[config.mk]
export PLATFORM = sky130hd
export DESIGN_NAME = baud_tick_gen
export DESIGN_NICKNAME = d
export VERILOG_FILES = /design/src/rtl/btg_pkg.sv /design/src/rtl/btg_byte_latch.sv /design/src/rtl/btg_down_counter.sv /design/src/rtl/baud_tick_gen.sv
export SDC_FILE = /design/constraint.sdc
export NUM_CORES = 1
export LEC_CHECK = 0
export ABC_AREA = 0
export BUFFER_PORTS_ARGS = -buffer_cell sky130_fd_sc_hd__buf_2
export CELL_PAD_IN_SITES_DETAIL_PLACEMENT = 0
export CELL_PAD_IN_SITES_GLOBAL_PLACEMENT = 1
export CORE_MARGIN = 5
export CORE_UTILIZATION = 49
export DETAILED_ROUTE_END_ITERATION = 10
export PLACE_DENSITY = 0.85
export SLEW_MARGIN = 20
export SYNTH_ARGS = -nofsm -noshare
export SYNTH_HDL_FRONTEND = slang
export SYNTH_SLANG_ARGS = --single-unit
[constraint.sdc]
create_clock -name clk -period 3 [get_ports clk]
set_input_delay 0.3 -clock clk [delete_from_list [all_inputs] [get_ports clk]]
set_output_delay 0.3 -clock clk [all_outputs]
set_load 0.02 [all_outputs]
[src/rtl/btg_pkg.sv]
package btg_pkg;
  localparam int BYTE_W    = 8;
  localparam int NUM_BYTES = 2;
  localparam int DIV_W     = BYTE_W * NUM_BYTES;
endpackage

[src/rtl/btg_byte_latch.sv]
// One byte of the divisor. Also presents the value the byte will hold
// after the current edge, so the counter can reload with the full new divisor.
module btg_byte_latch #(
  parameter int BYTE_W = 8,
  parameter int SEL_W  = 1,
  parameter int INDEX  = 0
) (
  input  logic              clk,
  input  logic              rst_n,
  input  logic              wr_en,
  input  logic [SEL_W-1:0]  wr_sel,
  input  logic [BYTE_W-1:0] wr_data,
  output logic [BYTE_W-1:0] q,
  output logic [BYTE_W-1:0] q_next
);
  logic hit;

  assign hit    = wr_en && (wr_sel == SEL_W'(INDEX));
  assign q_next = hit ? wr_data : q;

  always_ff @(posedge clk) begin
    if (!rst_n) q <= '0;
    else        q <= q_next;
  end
endmodule

[src/rtl/btg_down_counter.sv]
// Reloadable down-counter. tick is high while the count equals one.
module btg_down_counter #(
  parameter int W = 16
) (
  input  logic         clk,
  input  logic         rst_n,
  input  logic         load,
  input  logic [W-1:0] load_val,
  input  logic [W-1:0] period,
  output logic         tick
);
  logic [W-1:0] cnt;

  assign tick = (cnt == W'(1));

  always_ff @(posedge clk) begin
    if (!rst_n)         cnt <= '0;
    else if (load)      cnt <= load_val;   // any write restarts at once
    else if (tick)      cnt <= period;
    else if (cnt != '0) cnt <= cnt - W'(1);
  end
endmodule

[src/rtl/baud_tick_gen.sv]
module baud_tick_gen #(
  parameter int BYTE_W    = btg_pkg::BYTE_W,
  parameter int NUM_BYTES = btg_pkg::NUM_BYTES
) (
  input  logic                                          clk,
  input  logic                                          rst_n,
  input  logic                                          wr_en,
  input  logic [((NUM_BYTES > 1) ? $clog2(NUM_BYTES) : 1)-1:0] wr_sel,
  input  logic [BYTE_W-1:0]                             wr_data,
  output logic                                          tick
);
  localparam int DIV_W = BYTE_W * NUM_BYTES;
  localparam int SEL_W = (NUM_BYTES > 1) ? $clog2(NUM_BYTES) : 1;

  logic [DIV_W-1:0] div_cur;
  logic [DIV_W-1:0] div_next;

  for (genvar b = 0; b < NUM_BYTES; b++) begin : g_byte
    btg_byte_latch #(
      .BYTE_W(BYTE_W),
      .SEL_W (SEL_W),
      .INDEX (b)
    ) u_latch (
      .clk    (clk),
      .rst_n  (rst_n),
      .wr_en  (wr_en),
      .wr_sel (wr_sel),
      .wr_data(wr_data),
      .q      (div_cur[b*BYTE_W +: BYTE_W]),
      .q_next (div_next[b*BYTE_W +: BYTE_W])
    );
  end

  btg_down_counter #(.W(DIV_W)) u_cnt (
    .clk     (clk),
    .rst_n   (rst_n),
    .load    (wr_en),
    .load_val(div_next),
    .period  (div_cur),
    .tick    (tick)
  );
endmodule

==> run metrics <==
Max Fclk 381 MHz; yosys warns 0; Die W roughly 72 µm; Routed Antenna Nets 0; WL met3 138 µm; max-slew violations 0; Slew @ Worst Pin roughly 0.77 ns; H-tree depth 2; first-pass GRT wire length approximately 7000 µm; endpoints failing hold 0; DR DRC count 0; Place WS 0.657 ns; largest net degree at the start of global routing 28; CTS tree done; power share of the clock group 0.343; post-cts resize count 0; wire length on met2 about 1900 µm; Internal approximately 0.00083 W; Worst setup SP type flop; worst vdd ir just under 400 µV; commonest cells after routing, fill and taps aside 32 x dfxtp_1, 24 x mux2i_1, 18 x nand2_1; Buf/Inv on CP 2; Sink Count 32; via count 1541; Tmin final roughly 2.6 ns; P_leak between 0.8 and 0.9 nW; Post-CTS Repair Setup Buffers 0; count of final setup violators 0; WP data arrival ~2.3 ns; Sequential Power Share 0.424; Worst-Skew Late Latency around 0.28 ns; Net Sw Power about 0.00035 W; DRT met1 WL 2080 µm; Routed WL approximately 4200 µm; Synth cell types 47; fin util 0.554; Syn Area/Cell ~8.9 µm²; commonest non-fill, non-tap cell in the layout dfxtp_1; Die Area 5110 µm²; Setup TNS 0 ns; overall power 0.00117 W; Top Layer Used met4; number of detailed-route iterations in the first pass 4; Rel. slew slack 0.484; All-Layer GR Usage 0.178; final worst slack between 0.3 and 0.4 ns; FFs w/ async S/R, synth 0; Area growth, synth to finish 9.38%; dpl hpwl 3040 µm; share of cells above drive strength 1 0.138; Worst Path Required between 2 and 3 ns; hold_buf cts 0; RSZ-0062 raised after global routing no; worst-path fanout max 17; #FFs+latches synth 32; Core Region around 3700 µm²; Worst path slowest cell or2_1; synth top area cells dfxtp_1 35%, mux2i_1 13%, xnor2_1 4.3%; Wirelength per Cell 15.9 µm; Post-synth EDFFs 0; post-synth top area cell dfxtp_1; maxcap violations 0; residual overflow from global routing 0; vias in the first global route 1519; Initial Util 0.506; Synth Cell Area approximately 1900 µm²; sequential element share of the synthesized area 0.345; antenna violations before repair 0; # rows 22; status completed; Syn Inst Count ~210; critical path capture point type output pin; Pwr per Cell Area around 580 nW/µm²; num ports 13; CTS root buffer clkbuf_8; slowest stage delay, CP between 0.5 and 0.6 ns; CP Class reg -> out; RePlAce Congestion just over 0.8; top_reg_cell synth dfxtp_1; Syn Nets 222; Final Cycle Share 0.875; Clock Path Buffers 2; Switching Fraction 0.297; CP delay by family, top simple AND/OR/NAND/NOR gates; HP Class in -> reg; fin nets between 200 and 250; area share of the largest cell type after synthesis 0.345; Fin Clk Skew between 0.01 and 0.015 ns; PortBufs 12; initial drt markers approximately 110; Inserted Diodes 0; Num CTS Buffers 5; via/cell ratio roughly 5.8; CTS clock-pin slew for the worst setup and hold paths roughly 0.070 ns; die height 71.5 µm; Filler cells around 330; Critical Path, Cell by Cell nor4_4 -> nand4_2 -> or2_1 -> clkinv_8 -> buf_2; Gate power share 0.234
[per-layer routing]
layer / global-route usage / up-vias
met3: 0.0365 / 7
met4: 0.0793 / 0
met1: 0.244 / 725
li1: - / 779
met5: 0 / -
met2: 0.268 / 30
[power groups by stage]
stage	logic, W	clock network (W)	registers [W]
final	0.000274	0.000402	0.000497
after global routing	0.000305	0.000433	0.000503
after CTS	0.000274	0.000411	0.000497
after detailed placement	0.000270	0	0.000506
after global placement	0.000268	0	0.000505
after floorplan	0.000218	0	0.000497
[cells by family (layout without fill, tap and decap cells)]
logic type	count (synthesis)	count (layout)	share of synthesized area
compound gates	43	43	0.175
xor+xnor	9	9	0.0425
buf+inv	16	25	0.0479
mux	27	27	0.148
simple gates	79	79	0.228
fa+ha+maj	2	2	0.0135
flops	32	32	0.345
[Yosys cell counts (2+ instances only)]
cell and count:
a21boi_0 8, a21oi_1 4, a221oi_1 2, buf_6 2
clkbuf_1 9, dfxtp_1 32, ha_1 2, inv_1 3
mux2_2 3, mux2i_1 24, nand2_1 18, nand3_1 10
nand3b_1 3, nand4_1 2, nor2_1 14, nor2b_1 8
nor3_1 9, nor4_1 4, o21ai_0 8, o22ai_1 3
o32ai_1 5, or2_1 2, xnor2_1 9
[per-stage QoR]
step	instances	cell area [µm²]	hold slack (ns)
6_report	265	2030	0.329
3_5_place_dp	257	1920	0.483
5_1_grt	265	2030	0.319
4_1_cts	265	2030	0.320
3_3_place_gp	257	1920	0.472
2_1_floorplan	208	1850	0.451
[area by class of cell]
cell class                      count  area, µm²  share of cell area
Clock buffer                        6       72.6              0.0358
Clock inverter                      2       35.0              0.0173
Inverter                            4       27.5              0.0136
Multi-Input combinational cell    160       1120               0.555
Sequential cell                    32        641               0.316
Tap cell                           48       60.1              0.0296
Timing Repair Buffer               13       67.6              0.0333
[tightest hold or removal path, stage by stage]
cell,delay [ns]
buf_2,0.12
nand3_1,0.07
a21boi_0,0.07
[state kept, by name, indices dropped and copies added, names as in the netlist]
| register | cells |
|---|---|
| u_cnt.cnt | 16 |
| g_byte.u_latch.q | 16 |
[path summary, 6_finish.rpt]
check        slack, ns                           endpoint  depth (start not counted)                              start
min reg2reg       0.49  g_byte[1].u_latch.q[3]$_SDFF_PN0_                          2  g_byte[1].u_latch.q[3]$_SDFF_PN0_
min               0.33  g_byte[1].u_latch.q[6]$_SDFF_PN0_                          3                         wr_data[6]
max               0.37                               tick                          5          u_cnt.cnt[2]$_SDFFE_PN0P_
max reg2reg       0.63          u_cnt.cnt[4]$_SDFFE_PN0P_                          5          u_cnt.cnt[2]$_SDFFE_PN0P_
Power figures use the tool's default switching activity.
